<file path="config.mk">
export PLATFORM = sky130hd
export DESIGN_NAME = smbus_host_seq
export DESIGN_NICKNAME = d
export VERILOG_FILES = /design/src/rtl/smbus_host_pkg.sv /design/src/rtl/smbus_host_regs.sv /design/src/rtl/smbus_host_fsm.sv /design/src/rtl/smbus_host_seq.sv
export SDC_FILE = /design/constraint.sdc
export NUM_CORES = 1
export LEC_CHECK = 0
export BUFFER_PORTS_ARGS = -buffer_cell sky130_fd_sc_hd__clkbuf_2
export CAP_MARGIN = 5
export CORE_MARGIN = 5
export CORE_UTILIZATION = 52
export DETAILED_ROUTE_END_ITERATION = 7
export GPL_TIMING_DRIVEN = 1
export PLACE_DENSITY = 0.76
export SETUP_SLACK_MARGIN = 0.4
export SLEW_MARGIN = 20
export SYNTH_ARGS = -nofsm -noshare
export SYNTH_HDL_FRONTEND = slang
export SYNTH_SLANG_ARGS = --single-unit
</file>
<file path="constraint.sdc">
create_clock -name clk_i -period 1.65 [get_ports clk_i]
set_clock_uncertainty 0.2 [all_clocks]
set_input_delay 0.0825 -clock clk_i [delete_from_list [all_inputs] [get_ports clk_i]]
set_output_delay 0.0825 -clock clk_i [all_outputs]
set_load 0.02 [all_outputs]
</file>
<file path="src/rtl/smbus_host_pkg.sv">
package smbus_host_pkg;
  localparam int BYTE_W  = 8;
  localparam int RSEL_W  = 3;
  localparam int PROTO_W = 3;

  localparam logic [RSEL_W-1:0] RG_STAT = 3'd0;
  localparam logic [RSEL_W-1:0] RG_CTRL = 3'd1;
  localparam logic [RSEL_W-1:0] RG_CMD  = 3'd2;
  localparam logic [RSEL_W-1:0] RG_ADDR = 3'd3;
  localparam logic [RSEL_W-1:0] RG_DAT0 = 3'd4;
  localparam logic [RSEL_W-1:0] RG_DAT1 = 3'd5;

  localparam int CT_IEN   = 0;
  localparam int CT_KILL  = 1;
  localparam int CT_PLO   = 2;
  localparam int CT_START = 6;
  localparam int CT_PEC   = 7;

  localparam logic [PROTO_W-1:0] PR_QUICK = 3'd0;
  localparam logic [PROTO_W-1:0] PR_BYTE  = 3'd1;
  localparam logic [PROTO_W-1:0] PR_BDATA = 3'd2;
  localparam logic [PROTO_W-1:0] PR_WDATA = 3'd3;

  typedef enum logic [1:0] {
    OP_START = 2'd0,
    OP_TX    = 2'd1,
    OP_RX    = 2'd2,
    OP_STOP  = 2'd3
  } lnk_op_e;

  typedef struct packed {
    logic fail;
    logic dev;
    logic ok;
  } res_t;
endpackage

</file>
<file path="src/rtl/smbus_host_regs.sv">
module smbus_host_regs
  import smbus_host_pkg::*;
(
  input  logic              clk_i,
  input  logic              rst_ni,
  input  logic              we_i,
  input  logic [RSEL_W-1:0] addr_i,
  input  logic [BYTE_W-1:0] wdata_i,
  output logic [BYTE_W-1:0] rdata_o,
  input  logic              fin_i,
  input  res_t              res_i,
  input  logic              rx_we0_i,
  input  logic              rx_we1_i,
  input  logic [BYTE_W-1:0] rx_byte_i,
  output logic              go_o,
  output logic              busy_o,
  output logic              kill_o,
  output logic [PROTO_W-1:0] proto_o,
  output logic [BYTE_W-1:0] xaddr_o,
  output logic [BYTE_W-1:0] cmd_o,
  output logic [BYTE_W-1:0] d0_o,
  output logic [BYTE_W-1:0] d1_o
);
  logic busy_q, go_q, kill_q, ien_q, pec_q;
  logic [PROTO_W-1:0] proto_q;
  logic [BYTE_W-1:0]  cmd_q, xa_q, d0_q, d1_q;
  logic [3:0]         sts_q;  // status bits 4:1
  logic               wr_ctrl, start_acc, sw_wr;
  logic [3:0]         sts_set, sts_clr;

  assign wr_ctrl   = we_i && (addr_i == RG_CTRL);
  assign start_acc = wr_ctrl && wdata_i[CT_START] && !busy_q;
  assign sw_wr     = we_i && !busy_q;
  assign sts_set   = fin_i ? {res_i.fail, 1'b0, res_i.dev, res_i.ok} : 4'b0;
  assign sts_clr   = (we_i && addr_i == RG_STAT) ? wdata_i[4:1] : 4'b0;

  always_ff @(posedge clk_i or negedge rst_ni) begin
    if (!rst_ni) begin
      busy_q <= 1'b0; go_q <= 1'b0; kill_q <= 1'b0;
      ien_q <= 1'b0; pec_q <= 1'b0; proto_q <= '0;
      cmd_q <= '0; xa_q <= '0; d0_q <= '0; d1_q <= '0; sts_q <= '0;
    end else begin
      go_q <= start_acc;
      if (start_acc)  busy_q <= 1'b1;
      else if (fin_i) busy_q <= 1'b0;
      if (fin_i)      kill_q <= 1'b0;
      else if (wr_ctrl && wdata_i[CT_KILL] && busy_q) kill_q <= 1'b1;
      if (wr_ctrl && !busy_q) begin
        ien_q   <= wdata_i[CT_IEN];
        pec_q   <= wdata_i[CT_PEC];
        proto_q <= wdata_i[CT_PLO +: PROTO_W];
      end
      if (sw_wr && addr_i == RG_CMD)  cmd_q <= wdata_i;
      if (sw_wr && addr_i == RG_ADDR) xa_q  <= wdata_i;
      if (rx_we0_i)                        d0_q <= rx_byte_i;
      else if (sw_wr && addr_i == RG_DAT0) d0_q <= wdata_i;
      if (rx_we1_i)                        d1_q <= rx_byte_i;
      else if (sw_wr && addr_i == RG_DAT1) d1_q <= wdata_i;
      sts_q <= (sts_q & ~sts_clr) | sts_set;
    end
  end

  always_comb begin
    case (addr_i)
      RG_STAT: rdata_o = {3'b000, sts_q, busy_q};
      RG_CTRL: rdata_o = {pec_q, 2'b00, proto_q, 1'b0, ien_q};
      RG_CMD:  rdata_o = cmd_q;
      RG_ADDR: rdata_o = xa_q;
      RG_DAT0: rdata_o = d0_q;
      RG_DAT1: rdata_o = d1_q;
      default: rdata_o = '0;
    endcase
  end

  assign go_o    = go_q;
  assign busy_o  = busy_q;
  assign kill_o  = kill_q;
  assign proto_o = proto_q;
  assign xaddr_o = xa_q;
  assign cmd_o   = cmd_q;
  assign d0_o    = d0_q;
  assign d1_o    = d1_q;

  assert_busy_drop_R2: assert property (@(posedge clk_i) disable iff (!rst_ni)
    $fell(busy_q) |-> $past(fin_i));
  assert_fin_onehot_R2: assert property (@(posedge clk_i) disable iff (!rst_ni)
    fin_i |-> $onehot(res_i) && busy_q);
  assert_sts_only_at_fin_R2: assert property (@(posedge clk_i) disable iff (!rst_ni)
    $rose(sts_q[0]) |-> $past(fin_i));
  assert_start_ignored_R10: assert property (@(posedge clk_i) disable iff (!rst_ni)
    busy_q && wr_ctrl |=> $stable(proto_q) && !go_q);
endmodule

</file>
<file path="src/rtl/smbus_host_fsm.sv">
module smbus_host_fsm
  import smbus_host_pkg::*;
(
  input  logic               clk_i,
  input  logic               rst_ni,
  input  logic               go_i,
  input  logic [PROTO_W-1:0] proto_i,
  input  logic               kill_i,
  input  logic [BYTE_W-1:0]  xaddr_i,
  input  logic [BYTE_W-1:0]  cmd_i,
  input  logic [BYTE_W-1:0]  d0_i,
  input  logic [BYTE_W-1:0]  d1_i,
  output logic               lnk_req_o,
  output logic [1:0]         lnk_op_o,
  output logic [BYTE_W-1:0]  lnk_txd_o,
  output logic               lnk_nack_o,
  input  logic               lnk_done_i,
  input  logic               lnk_ack_i,
  input  logic [BYTE_W-1:0]  lnk_rxd_i,
  output logic               fin_o,
  output res_t               res_o,
  output logic               rx_we0_o,
  output logic               rx_we1_o,
  output logic [BYTE_W-1:0]  rx_byte_o
);
  typedef enum logic [3:0] {
    S_IDLE, S_START, S_ADDR, S_CMD, S_WD0, S_WD1,
    S_RSTART, S_RADDR, S_RD0, S_RD1, S_STOP
  } st_e;

  st_e     st_q, st_d, nxt;
  logic    kf_q, kf_d, df_q, df_d;
  lnk_op_e op;
  logic    rd, two_phase, supported, is_word, rej;

  assign rd        = xaddr_i[0];
  assign is_word   = (proto_i == PR_WDATA);
  assign two_phase = rd && (proto_i == PR_BDATA || is_word);
  assign supported = (proto_i <= PR_WDATA);

  always_comb begin
    op = OP_STOP; lnk_txd_o = '0; lnk_nack_o = 1'b0;
    case (st_q)
      S_START, S_RSTART: op = OP_START;
      S_ADDR:  begin op = OP_TX; lnk_txd_o = {xaddr_i[7:1], rd && !two_phase}; end
      S_CMD:   begin op = OP_TX; lnk_txd_o = cmd_i; end
      S_WD0:   begin op = OP_TX; lnk_txd_o = d0_i; end
      S_WD1:   begin op = OP_TX; lnk_txd_o = d1_i; end
      S_RADDR: begin op = OP_TX; lnk_txd_o = {xaddr_i[7:1], 1'b1}; end
      S_RD0:   begin op = OP_RX; lnk_nack_o = !is_word; end
      S_RD1:   begin op = OP_RX; lnk_nack_o = 1'b1; end
      default: op = OP_STOP;
    endcase
  end

  // successor on a clean finish of the current operation
  always_comb begin
    case (st_q)
      S_START:  nxt = S_ADDR;
      S_ADDR:   if (proto_i == PR_QUICK)     nxt = S_STOP;
                else if (proto_i == PR_BYTE) nxt = rd ? S_RD0 : S_CMD;
                else                         nxt = S_CMD;
      S_CMD:    if (proto_i == PR_BYTE) nxt = S_STOP;
                else                    nxt = rd ? S_RSTART : S_WD0;
      S_WD0:    nxt = is_word ? S_WD1 : S_STOP;
      S_RSTART: nxt = S_RADDR;
      S_RADDR:  nxt = S_RD0;
      S_RD0:    nxt = is_word ? S_RD1 : S_STOP;
      default:  nxt = S_STOP;
    endcase
  end

  always_comb begin
    st_d = st_q; kf_d = kf_q; df_d = df_q;
    case (st_q)
      S_IDLE: if (go_i) begin
        kf_d = 1'b0; df_d = 1'b0;
        if (supported) st_d = S_START;
      end
      S_STOP: if (lnk_done_i) st_d = S_IDLE;
      default: if (lnk_done_i) begin
        if (kill_i) begin
          st_d = S_STOP; kf_d = 1'b1;
        end else if (op == OP_TX && !lnk_ack_i) begin
          st_d = S_STOP; df_d = 1'b1;
        end else begin
          st_d = nxt;
        end
      end
    endcase
  end

  always_ff @(posedge clk_i or negedge rst_ni) begin
    if (!rst_ni) begin
      st_q <= S_IDLE; kf_q <= 1'b0; df_q <= 1'b0;
    end else begin
      st_q <= st_d; kf_q <= kf_d; df_q <= df_d;
    end
  end

  assign rej        = (st_q == S_IDLE) && go_i && !supported;
  assign fin_o      = rej || (st_q == S_STOP && lnk_done_i);
  assign res_o.fail = rej || kf_q;
  assign res_o.dev  = !rej && !kf_q && df_q;
  assign res_o.ok   = !rej && !kf_q && !df_q;
  assign lnk_req_o  = (st_q != S_IDLE);
  assign lnk_op_o   = op;
  assign rx_we0_o   = lnk_done_i && (st_q == S_RD0);
  assign rx_we1_o   = lnk_done_i && (st_q == S_RD1);
  assign rx_byte_o  = lnk_rxd_i;

  assert_req_stable_R3: assert property (@(posedge clk_i) disable iff (!rst_ni)
    lnk_req_o && !lnk_done_i |=> lnk_req_o && $stable(lnk_op_o) && $stable(lnk_txd_o));
  assert_kill_stop_R7: assert property (@(posedge clk_i) disable iff (!rst_ni)
    lnk_req_o && lnk_done_i && kill_i && lnk_op_o != OP_STOP |=> lnk_op_o == OP_STOP);
  assert_nack_stop_R6: assert property (@(posedge clk_i) disable iff (!rst_ni)
    lnk_req_o && lnk_done_i && lnk_op_o == OP_TX && !lnk_ack_i |=> lnk_op_o == OP_STOP);
endmodule

</file>
<file path="src/rtl/smbus_host_seq.sv">
module smbus_host_seq
  import smbus_host_pkg::*;
(
  input  logic        clk_i,
  input  logic        rst_ni,
  input  logic        reg_we_i,
  input  logic [2:0]  reg_addr_i,
  input  logic [7:0]  reg_wdata_i,
  output logic [7:0]  reg_rdata_o,
  output logic        lnk_req_o,
  output logic [1:0]  lnk_op_o,
  output logic [7:0]  lnk_txd_o,
  output logic        lnk_nack_o,
  input  logic        lnk_done_i,
  input  logic        lnk_ack_i,
  input  logic [7:0]  lnk_rxd_i
);
  logic               go, busy, kill, fin, rx_we0, rx_we1;
  res_t               res;
  logic [PROTO_W-1:0] proto;
  logic [BYTE_W-1:0]  xaddr, cmd, d0, d1, rx_byte;

  smbus_host_regs u_regs (
    .clk_i, .rst_ni,
    .we_i(reg_we_i), .addr_i(reg_addr_i), .wdata_i(reg_wdata_i), .rdata_o(reg_rdata_o),
    .fin_i(fin), .res_i(res), .rx_we0_i(rx_we0), .rx_we1_i(rx_we1), .rx_byte_i(rx_byte),
    .go_o(go), .busy_o(busy), .kill_o(kill), .proto_o(proto),
    .xaddr_o(xaddr), .cmd_o(cmd), .d0_o(d0), .d1_o(d1)
  );

  smbus_host_fsm u_fsm (
    .clk_i, .rst_ni,
    .go_i(go), .proto_i(proto), .kill_i(kill),
    .xaddr_i(xaddr), .cmd_i(cmd), .d0_i(d0), .d1_i(d1),
    .lnk_req_o, .lnk_op_o, .lnk_txd_o, .lnk_nack_o,
    .lnk_done_i, .lnk_ack_i, .lnk_rxd_i,
    .fin_o(fin), .res_o(res), .rx_we0_o(rx_we0), .rx_we1_o(rx_we1), .rx_byte_o(rx_byte)
  );

  assert_idle_no_req_R8: assert property (@(posedge clk_i) disable iff (!rst_ni)
    !busy |-> !lnk_req_o);
endmodule

</file>
; Word-level counts from Yosys, hierarchy flattened
; Cells that the tools add are included.
[totals]
register_bits = 50
latch_bits = 0
ramBits = 0
rom_bits = 0
input_bits = 24
elab_cells = 130
memories = 0
[op_classes]
addsub = 0
n_mul = 0
div_mod_pow = 0
magnitude_cmp = 1
eq_ne = 23
shift = 0
muxes = 37
n_bitwise = 4
reduce_logical = 51
[ops]
columns = operator, count
row1 = 4-bit 2-to-1 mux, 13
row2 = 8-bit one-hot mux with 6 select lines, 1
row3 = 8-bit one-hot mux with 5 select lines, 1
row4 = 8-bit 2-to-1 mux, 4
row5 = 4-bit one-hot mux with 7 select lines, 1
row6 = 1-bit logical AND, 23
row7 = 4-bit by 3-bit == test with 1-bit output (second input constant), 4
row8 = 2-bit nonzero test, 7
row9 = 3-bit by 2-bit == test with 1-bit output (second input constant), 4
row10 = 4-bit == test (second input constant), 3
row11 = 1-bit 2-to-1 mux, 10
row12 = 4-bit by 2-bit == test with 1-bit output (second input constant), 2
row13 = 1-bit logical NOT, 8
row14 = 4-bit one-hot mux with 2 select lines, 1
row15 = 4-bit AND reduction, 2
row16 = 3-bit by 1-bit == test with 1-bit output (second input constant), 2
row17 = 3-bit == test (second input constant), 2
row18 = 3-bit logical NOT, 2
row19 = 1-bit one-hot mux with 2 select lines, 3
row20 = 2-bit one-hot mux with 3 select lines, 1
row21 = 5-bit AND reduction, 1
row22 = 5-bit OR reduction, 1
row23 = 4-bit AND, 1
row24 = 4-bit by 1-bit == test with 1-bit output (second input constant), 1
row25 = other kinds (12), 18

; Depth between registers and ports, before layout
; Gate-level depths: netlist (run 1).
[depth]
depth_word = 9
depth_mapped = 6

; Hierarchy
; A second synthesis (run 1) with hierarchy kept.
[hier_totals]
hier_cells = 299
hier_area_um2 = 3150.5
[modules_own_cells]
columns = mod, instances, cells_per_inst, area_per_inst_um2, seq_area_each_um2
row1 = smbus_host_regs, 1, 171, 2192.1, 1101.1
row2 = smbus_host_fsm, 1, 128, 958.4, 150.1

; Worst setup path after synthesis (run 1)
; No wires, ideal clock.
[synth_timing]
kind = register to output
startpoint = register u_fsm.st_q[0]
endpoint = output lnk_txd_o[0]
arrival_time_ns = 1.479
t_required_ns = 1.367
path_slack_ns = -0.112
path_stages_with_launch = 6
n_path_buf = 2
cell_sequence = dfrtp_1 > buf_4 > buf_2 > a31o_2 > a31oi_1 > a311oi_1
[synth_via]
elab_chain_len = 2
elab_cells_between_ends = 6
[synth_lines]
columns = item, line_no
row1 = "start, declared", smbus_host_fsm.sv:31  ; st_e st_q, st_d, nxt;
row2 = "start signal, assigned", smbus_host_fsm.sv:95  ; st_q <= S_IDLE; kf_q <= 1'b0; df_q <= 1'b0;
row3 = "start signal, assigned", smbus_host_fsm.sv:97  ; st_q <= st_d; kf_q <= kf_d; df_q <= df_d;
row4 = 4-bit by 3-bit == test with 1-bit output or 4-bit by 2-bit == test with 1-bit output (tied branches), smbus_host_fsm.sv:43  ; case (st_q)
row5 = 8-bit one-hot mux with 5 select lines *, smbus_host_fsm.sv:43
row6 = "end, declared", smbus_host_seq.sv:12  ; output logic [7:0] lnk_txd_o,
; Every way passes the cells marked *; elsewhere a longest branch is shown, timed or not.

; Worst setup path in the final report (run 1)
[layout_timing]
startpoint = register u_fsm.st_q[2]
endpoint = output lnk_txd_o[5]
; The elaborated chain is that of the path after synthesis.

==> results of run 1 <==
[path summary, 6_finish.rpt]
path | startpoint | end | slack, ps | cells past startpoint
max in group asynchronous | rst_ni | u_fsm.st_q[1] | 920 | 3
worst max-delay path | u_fsm.st_q[2] | lnk_txd_o[5] | -400 | 6
worst max register to register | u_fsm.st_q[2] | u_regs.busy_o | -250 | 5
worst min-delay path | lnk_done_i | u_fsm.st_q[1] | 80 | 4
worst min register to register | u_fsm.kf_q | u_regs.sts_q[0] | 360 | 1
min in group asynchronous | rst_ni | u_regs.go_o | 90 | 3
[cells in the mapped netlist (3+ instances only)]
cell type / n
a21boi_0: 3
inv_1: 7
nor2b_1: 7
o22ai_1: 7
a22oi_1: 9
a21oi_1: 6
buf_2: 11
nand2_1: 31
nor2_1: 22
mux2i_1: 31
nand3_1: 3
o21ai_1: 5
nand2b_1: 8
a31oi_1: 6
dfrtp_1: 50
o21ai_0: 18
clkbuf_1: 3
mux2_2: 26
nor3_1: 3
a221o_1: 8
[timing repair]
action,CTS,global route
endpoints found under the setup margin,69,69
resized for setup,96,42
hold buffers,19,0
gates cloned,0,2
setup buffers,19,7
endpoints found under the hold margin,92,0
pin swaps,18,12
[sequential cells by signal, summed over array words and instances (netlist names)]
name / cells
u_fsm.df_q: 1
u_fsm.kf_q: 1
u_fsm.st_q: 4
u_regs.busy_o: 1
u_regs.cmd_o: 8
u_regs.d0_o: 8
u_regs.d1_o: 8
u_regs.go_o: 1
u_regs.ien_q: 1
u_regs.kill_o: 1
u_regs.pec_q: 1
u_regs.proto_o: 3
u_regs.sts_q: 4
u_regs.xaddr_o: 8
[worst register-to-register path, stage by stage (launching register included)]
cell,delay (ps)
dfrtp_2,460
buf_4,180
nand3b_1,190
buf_4,150
or3_4,370
a31o_2,250
[metal layers]
| metal | vias to the layer above | global-route usage, % | share of wire (%) |
|---|---|---|---|
| met5 | - | 0 | 0 |
| met4 | 0 | 6.555 | 3.7 |
| met3 | 49 | 5.298 | 8.6 |
| met2 | 209 | 47.47 | 48 |
| met1 | 1651 | 42.13 | 40 |
| li1 | 1417 | - | - |
[placed cells by master, fill, tap and decap left out, types with 4 or more instances in the layout]
| cell type | count |
|---|---|
| dfrtp_2 | 7 |
| o21ai_1 | 11 |
| o21ai_0 | 8 |
| buf_4 | 57 |
| mux2_4 | 23 |
| a22oi_2 | 5 |
| clkbuf_8 | 19 |
| mux2i_2 | 6 |
| clkbuf_2 | 25 |
| a221o_1 | 8 |
| a22oi_1 | 4 |
| o21ai_2 | 4 |
| a31oi_1 | 6 |
| o22ai_2 | 5 |
| mux2i_1 | 25 |
| nand2b_1 | 6 |
| nor2_4 | 5 |
| inv_1 | 5 |
| buf_6 | 21 |
| dlygate4sd3_1 | 19 |
| dfrtp_1 | 43 |
| nand2_1 | 28 |
| nor3_4 | 6 |
| nor2_1 | 16 |
[cells by family (layout without fill, tap and decap cells)]
| kind of cell | count (synthesis) | in the layout | synth area share (%) |
|---|---|---|---|
| multiplexers | 57 | 57 | 19.40 |
| adder cells (fa/ha/maj) | 1 | 1 | 0.3221 |
| XOR/XNOR | 1 | 1 | 0.2819 |
| buffers and inverters | 25 | 155 | 3.985 |
| flip-flops | 50 | 50 | 40.26 |
| AO/OA/AOI/OAI | 82 | 82 | 18.44 |
| AND/OR/NAND/NOR | 95 | 95 | 17.31 |
[stage by stage]
step	hold WS, ps	std cells	utilization [%]
after floorplan	-413.1	311	-
after global placement	-107.5	461	66.60
after detailed placement	-103.1	461	66.60
after CTS	28.17	507	80.86
after global routing	89.30	516	84.37
final	84.26	516	84.37
[layout make-up]
class                           instances  area (µm²)  area share (%)
Inverter                                7       30.03          0.6084
Clock inverter                          3       43.79          0.8872
Sequential cell                        50        1260           25.53
Timing Repair Buffer                  140        1237           25.07
Tap cell                               75       93.84           1.901
Multi-Input combinational cell        236        2202           44.61
Clock buffer                            5       68.82           1.394
[power by group through the flow]
| stage | registers [µW] | logic (µW) | clock network (µW) |
|---|---|---|---|
| after floorplan | 2140 | 2100 | 0 |
| after global placement | 2350 | 2810 | 0 |
| after detailed placement | 2380 | 2860 | 0 |
| after CTS | 2370 | 3770 | 904 |
| after global routing | 2510 | 4530 | 953 |
| final | 2470 | 4310 | 903 |
==> results.ini, run 1 <==
[status]
outcome=finished, violations left
violations=setup timing

[power_and_ir_drop]
total_power_uw=7677
switching_share_pct=40.42
p_sw_uw=3103
p_per_area_mw_per_mm2=1555
seq_power_share_pct=32.1
p_leak_uw=0.002147
peakVddDrop_uv=1027
comb_power_share_pct=56.1
clock_power_share_pct=11.8
internal_power_uw=4574

[worst_setup_path]
worstPathRequired_ps=1370
critPathMaxFanout=7
worst_setup_path_end_kind=primary output
critical-path-max-stage-delay_ps=460
cp_cell_sequence=buf_6 > nor2b_4 > nor3_4 > buf_6 > a221o_1 > clkbuf_8
worstSetupPathType=flop to primary output
cpMaxStageDelayCell=dfrtp_2
worstPathArrival_ps=1760
cpMostUsedCell=buf_6
critical_path_buf_inv_count=3
cp-start-kind=flop
crit_family=flip-flops

[sta]
fin_tns_setup_ps=-8587
fin_crit_sh_pct=124.1
fmax_ghz=0.4885
relSlewSlack_pct=73.44
hold_viol_final=0
fin_crit_ps=2047
timing.final.max_slew_violations=0
finalSetupViolCount=51
rsz0062_at_grt=true
worst_slack_ps=-396.9
worst_slew_pin_slew_ps=387.3

[cts]
cts_buffer_depth=2
tritoncts=yes
clk_latency_ps=310
clk_pin_slew_worst_paths_ps=100
cts_inserted_buffers=5
ctsHtreeMaxLevel=2
clock_sinks=50
root_buffer=clkbuf_8

[synth]
synthTopCellsByArea=dfrtp_1 40%, mux2i_1 10%, mux2_2 9.4%
synth_cells=311
synth_seq_cells=50
synth_cell_types=59
synth.top_cell.area_share_pct=40.26
syn_area_mm2=0.003108
yosysSeqAreaShare_pct=40.26
synthFlopType=dfrtp_1
yosysTopAreaCell=dfrtp_1
ys_warn_count=0
synth_edf_count=0
async_reset_ff_share_pct=100.0
synth_fp_nets=335
syn_avg_cell_area_um2=9.994

[place]
dp_hpwl_um=6739
placed_area_mm2=0.003896
preCtsSetupSlack_ps=-201.5
port-buffer-count=43
gp_congestion=0.9251

[grt]
grt-ovfl-total=0
grt_max_degree=51
grt_use_total_pct=29.69
grt_first_pass_wirelength_um=17500
antenna_found_initial=0
grt_pass1_vias=3314

[drt]
drt-initial-drc-count=336
via_count=3326
drt_drc_violations_left=0
vias_per_cell=6.446
drt-pass1-iter-count=7
routedWlPerCell_um=23.25
drt.antenna.violating_nets=0
drt_wl_total_um=12000

[final_layout]
fillers=303
drive_gt1_share_pct=53.74
final_area_mm2=0.004936
finalNetCount=464
syn_to_final_growth_pct=58.82
antennaDiodeCount=0

[floorplanning]
core_mm2=0.005851
die_y_um=87.31
fp.dieW_um=87.31
io_pins=44
fp.dieArea_mm2=0.007623
start_util_pct=53.12
rows=28

[flow_run]
cap_viol_max_count=0

[hold_path]
hold_path_class=input pin to flop

(Power assumes the default switching activity.)
==> inputs of run 2 (changes only) <==
Settings changed: SYNTH_HIERARCHICAL from default to 1, TNS_END_PERCENT from default to 50.
==> results.ini, run 2 <==
[status]
outcome=finished, violations left
violations=setup timing

[synth]
synth_fp_nets=323  ; -3.6%
synthMuxAreaShare_pct=15.65  ; -3.8 points
synthXorXnorAreaFrac_pct=0  ; -0.28 points
synthSimpleGateAreaFrac_pct=18.07  ; +0.76 points
synthTopCellsByCount=50 x dfrtp_1, 26 x mux2_2, 23 x nand2b_1
synthFlopType=dfrtp_1
syn_area_mm2=0.003151  ; +1.4%
synthTopCellsByArea=dfrtp_1 40%, mux2_2 9.3%, mux2i_1 6.4%
synth_top_family_by_area=compound AO/OA/AOI/OAI gates
synth.top_cell.area_share_pct=39.71  ; -0.54 points
synth_fa_ha_area_share_pct=0  ; -0.32 points
synth_cell_types=60  ; +1.7%
synth_cells=299  ; -3.9%
synth_edf_count=0  ; unchanged
async_reset_ff_share_pct=100.0  ; unchanged
ys_warn_count=6  ; +6
synth_compound_area_share_pct=21.17  ; +2.7 points
syn_avg_cell_area_um2=10.54  ; +5.4%
yosysSeqAreaShare_pct=39.71  ; -0.54 points
yosysMostFrequentCell=dfrtp_1
synth_seq_cells=50  ; unchanged
yosysTopAreaCell=dfrtp_1

[drt]
drt_drc_violations_left=0  ; unchanged
drt-initial-drc-count=419  ; +25%
drt-pass1-iter-count=6  ; -1
via_count=3488  ; +4.9%
drt.antenna.violating_nets=0  ; unchanged
routedWlPerCell_um=25.19  ; +8.4%
drt_wl_total_um=12980  ; +8.2%
vias_per_cell=6.773  ; +5.1%

[worst_setup_path]
worstPathRequired_ps=1370  ; about the same
cp_cell_sequence=buf_8 > nand2_1 > nor3_4 > a221o_1 > clkbuf_8
worstSetupPathType=flop to primary output
worst_setup_path_end_kind=primary output
critPathMaxFanout=10  ; +3
cp-start-kind=flop
worstPathArrival_ps=1880  ; +120 ps
critical-path-max-stage-delay_ps=440  ; -20 ps
cpMaxStageDelayCell=nor3_4

[sta]
worst_slew_pin_slew_ps=527.4  ; +140.1 ps
rsz0062_at_grt=true
fin_crit_sh_pct=130.9  ; +6.8 points
relSlewSlack_pct=64.72  ; -8.7 points
timing.final.max_slew_violations=0  ; unchanged
worst_slack_ps=-509.8  ; -112.9 ps
hold_viol_final=0  ; unchanged
finalSetupViolCount=66  ; +29%
fin_crit_ps=2160  ; +112.9 ps
fmax_ghz=0.4630  ; -5.2%

[floorplanning]
die_y_um=87.84  ; +0.60%
fp.dieW_um=87.84  ; +0.60%
core_mm2=0.005921  ; +1.2%
rows=28  ; unchanged
io_pins=44  ; unchanged
start_util_pct=53.21  ; +0.090 points
fp.dieArea_mm2=0.007715  ; +1.2%

[grt]
grt_max_degree=51  ; unchanged
grt_use_total_pct=32.27  ; +2.6 points
antenna_found_initial=0  ; unchanged
grt_first_pass_wirelength_um=18750  ; +7.1%
grt-ovfl-total=0  ; unchanged
grt_pass1_vias=3418  ; +3.1%

[place]
placed_area_mm2=0.003930  ; +0.87%
port-buffer-count=43  ; unchanged
gp_congestion=0.9256  ; about the same
dp_hpwl_um=6785  ; +0.68%

[power_and_ir_drop]
p_leak_uw=0.002184  ; +1.7%
peakVddDrop_uv=976.7  ; -4.9%
total_power_uw=8373  ; +9.1%
p_per_area_mw_per_mm2=1674  ; +7.7%

[cts]
root_buffer=clkbuf_8
clock_sinks=50  ; unchanged
ctsHtreeMaxLevel=2  ; unchanged
clk_pin_slew_worst_paths_ps=110  ; about the same
clk_latency_ps=310  ; about the same
tritoncts=yes
cts_inserted_buffers=5  ; unchanged
cts_buffer_depth=2  ; unchanged

[final_layout]
antennaDiodeCount=0  ; unchanged
fillers=278  ; -8.3%
final_area_mm2=0.005001  ; +1.3%
syn_to_final_growth_pct=58.74  ; about the same
layout_common_cells=69 x buf_4, 49 x dfrtp_1, 27 x buf_6
drive_gt1_share_pct=52.95  ; -0.79 points
utilization_pct=84.47  ; +0.10 points
finalNetCount=463  ; -0.22%
layout_commonest_cell=buf_4

[flow_run]
cap_viol_max_count=0  ; unchanged

[hold_path]
hold_path_class=input pin to flop

## run 2: cells by family after synthesis
family / count (synthesis)
compound gates: 80
flops: 50
mux: 46
simple gates: 92
buf+inv: 31
## run 2: layer usage
| metal | track usage (%) | vias up | wire length, µm |
|---|---|---|---|
| li1 | - | 1425 | - |
| met1 | 42.03 | 1683 | 4850 |
| met5 | 0 | - | 0 |
| met2 | 50.96 | 291 | 5997 |
| met3 | 5.738 | 89 | 1254 |
| met4 | 17.57 | 0 | 872 |
## run 2: worst paths after layout
check | from | to | slack (ps) | depth (start not counted)
max | u_fsm/st_q[0] | lnk_txd_o[7] | -510 | 5
min | lnk_done_i | u_fsm/df_q | 4 | 3
max reg2reg | u_fsm/st_q[2] | u_regs/d0_o[4] | -390 | 8
min reg2reg | u_regs/sts_q[3] | u_regs/sts_q[3] | 320 | 1
max in group asynchronous | rst_ni | u_fsm/st_q[2] | 900 | 3
min in group asynchronous | rst_ni | u_fsm/st_q[3] | 80 | 3
## run 2: through the flow
stage	hold WS (ps)	cells	setup TNS [ps]	setup slack [ps]
floorplan	-413.1	299	-3947	-200.1
global placement	-100.3	458	-5409	-354.5
detailed placement	-98.47	458	-6448	-444.8
CTS	22.55	508	-7571	-389.1
global route	66.63	515	-17180	-534.9
finish	3.563	515	-15580	-509.8
## run 2: report_power, final
group,switching [µW],internal (µW),leakage [µW]
registers,500,1730,0.000595
clock network,466,456,0.0000585
logic,2450,2780,0.00153
## run 2: layout make-up
class	instances	area [µm²]	share of cell area [%]
Clock buffer	5	68.82	1.376
Clock inverter	3	43.79	0.8757
Inverter	9	36.28	0.7255
Multi-Input combinational cell	218	2152	43.03
Sequential cell	50	1252	25.04
Tap cell	75	93.84	1.876
Timing Repair Buffer	155	1354	27.07
## run 2: timing repair
item / CTS / global route
gates cloned: 0 / 0
hold endpoints to repair: 94 / 0
resized for setup: 84 / 51
endpoints found under the setup margin: 69 / 69
hold buffers: 17 / 0
setup buffers: 25 / 7
pin swaps: 31 / 27
## run 2: worst max-delay path: cells and delay by family, from the launching register on
kind / cells / cell delay [ps]
and+or+nand+nor: 2 / 560
DFF: 1 / 410
buffers and inverters: 2 / 320
AOI/OAI and AO/OA: 1 / 280
==> inputs of run 3 (changes only) <==
Settings changed: CORE_UTILIZATION 52 to 55, PLACE_DENSITY 0.76 to 0.77.
Clock period 1.65 ns to 2.15 ns, I/O delays scaled along.
==> results.ini, run 3 (synthesis gave the netlist of run 2 again) <==
[status]
outcome=complete, no violations

[floorplanning]
fp.dieW_um=85.69  ; -2.4%
start_util_pct=56.87  ; +3.7 points
fp.dieArea_mm2=0.007342  ; -4.8%
rows=27  ; -3.6%
io_pins=44  ; unchanged
core_mm2=0.005540  ; -6.4%
die_y_um=85.69  ; -2.4%

[final_layout]
finalNetCount=439  ; -5.2%
drive_gt1_share_pct=50.00  ; -3.0 points
final_area_mm2=0.004629  ; -7.4%
utilization_pct=83.56  ; -0.91 points
antennaDiodeCount=0  ; unchanged
layout_commonest_cell=buf_4
syn_to_final_growth_pct=46.94
layout_common_cells=50 x buf_4, 45 x dfrtp_1, 30 x clkbuf_2
regArea_mm2=0.001257  ; +0.40%
multi_input_area_mm2=0.002016  ; -6.3%
fillers=274  ; -1.4%

[grt]
grt_use_total_pct=29.13  ; -3.1 points
grt_first_pass_wirelength_um=16730  ; -11%
grt_max_degree=27  ; -47%
grt-ovfl-total=0  ; unchanged
antenna_found_initial=0  ; unchanged
grt_pass1_vias=3090  ; -9.6%

[cts]
cts_buffer_depth=2  ; unchanged
cts_inserted_buffers=5  ; unchanged
clock_sinks=50  ; unchanged
clk_latency_ps=320  ; about the same
tritoncts=yes
clk_pin_slew_worst_paths_ps=100  ; about the same
root_buffer=clkbuf_8
ctsHtreeMaxLevel=2  ; unchanged

[drt]
vias_per_cell=7.012  ; +3.5%
drt_wl_total_um=12420  ; -4.3%
drt-pass1-iter-count=5  ; -1
routedWlPerCell_um=25.46  ; +1.0%
drt_drc_violations_left=0  ; unchanged
via_count=3422  ; -1.9%
drt-initial-drc-count=350  ; -16%
drt.antenna.violating_nets=0  ; unchanged

[place]
gp_congestion=0.9168  ; -0.95%
port-buffer-count=43  ; unchanged
dp_hpwl_um=6411  ; -5.5%
placed_area_mm2=0.003605  ; -8.3%

[power_and_ir_drop]
p_leak_uw=0.001978  ; -9.5%
switching_share_pct=42.12  ; +1.4 points
internal_power_uw=3453  ; -30%
clock_power_share_pct=9.6  ; -1.4 points
comb_power_share_pct=61.1  ; -1.3 points
seq_power_share_pct=29.4  ; +2.8 points
p_per_area_mw_per_mm2=1288  ; -23%
p_sw_uw=2512  ; -26%
peakVddDrop_uv=844.9  ; -13%

[sta]
worst_slew_pin_slew_ps=716.4  ; +189.0 ps
hold_viol_final=0  ; unchanged
finalSetupViolCount=0  ; -100%
fmax_ghz=0.4718
fin_crit_ps=2120
fin_tns_setup_ps=0  ; +15580 ps
timing.final.max_slew_violations=0  ; unchanged
fin_crit_sh_pct=98.59
relSlewSlack_pct=52.24  ; -12 points
rsz0062_at_grt=true

[flow_run]
cap_viol_max_count=0  ; unchanged

[worst_setup_path]
cp-start-kind=flop
worstSetupPathType=flop to primary output
worstPathRequired_ps=1840  ; +470 ps
worst_setup_path_end_kind=primary output
critPathMaxFanout=10  ; unchanged
worstPathArrival_ps=1810  ; -70 ps
reg2reg_depth=6  ; -2

[hold_path]
holdPathStages=2  ; -1
hold_path_class=input pin to flop

run 3: changes by cell type in the layout (fill, tap and decap cells not counted), sizes merged:
cell    before  now
buf        104   84
clkbuf      39   35
bufinv       1    0
clkinv       1    2
run 3: through the flow:
| stage | power, µW | hold WS [ps] | setup WS [ps] | instances |
|---|---|---|---|---|
| final | 5965 | 35.83 | 30.30 | 488 |
| after CTS | 4987 | 10.39 | 112.2 | 467 |
| after global routing | 6187 | 42.75 | 11.79 | 488 |
| after detailed placement | 3946 | -14.08 | -120.0 | 422 |
| after global placement | 3908 | -10.21 | 17.82 | 422 |
| after floorplan | 3219 | -388.1 | 296.2 | 299 |
run 3: path summary, 6_finish.rpt:
check / endpoint / slack, ps / startpoint
worst max-delay path: lnk_txd_o[1] / 30 / u_fsm/st_q[3]
worst min-delay path: u_fsm/st_q[2] / 40 / lnk_done_i
worst max register to register: u_fsm/st_q[0] / 90 / u_fsm/st_q[2]
worst min register to register: u_regs/sts_q[3] / 340 / u_regs/sts_q[3]
max in group asynchronous: u_fsm/st_q[1] / 980 / rst_ni
min in group asynchronous: u_fsm/kf_q / 160 / rst_ni
run 3: timing repair:
item / 4_1_cts / 5_1_grt
setup endpoints to repair: 45 / 60
cloned: 0 / 0
pin swaps: 20 / 14
hold buffers: 17 / 0
setup buffers: 20 / 21
hold endpoints to repair: 68 / 0
resized for setup: 44 / 60
run 3: power groups by stage:
stage / Sequential (µW) / Combinational (µW) / Clock [µW]
2_1_floorplan: 1580 / 1640 / 0
3_3_place_gp: 1660 / 2240 / 0
3_5_place_dp: 1680 / 2270 / 0
4_1_cts: 1680 / 2740 / 572
5_1_grt: 1780 / 3780 / 620
6_report: 1750 / 3640 / 571
run 3: area by class of cell:
cell class / instances / area share, %
Clock buffer: 5 / 1.486
Clock inverter: 3 / 0.4054
Sequential cell: 50 / 27.16
Timing Repair Buffer: 131 / 24.73
Inverter: 9 / 0.7297
Multi-Input combinational cell: 218 / 43.54
Tap cell: 72 / 1.946
run 3: critical path, stage by stage, from the launching register on:
cell	delay, ps
dfrtp_2	450
buf_4	230
inv_1	110
nand3_4	170
nor2_1	80
a221o_1	300
buf_6	150
run 3: layer usage:
metal  wire length [µm]  up-vias  GRT usage (%)
li1                   -     1380              -
met1               4622     1657          38.79
met2               5805      311          47.39
met3               1318       74          5.668
met4                676        0          10.36
met5                  0        -              0
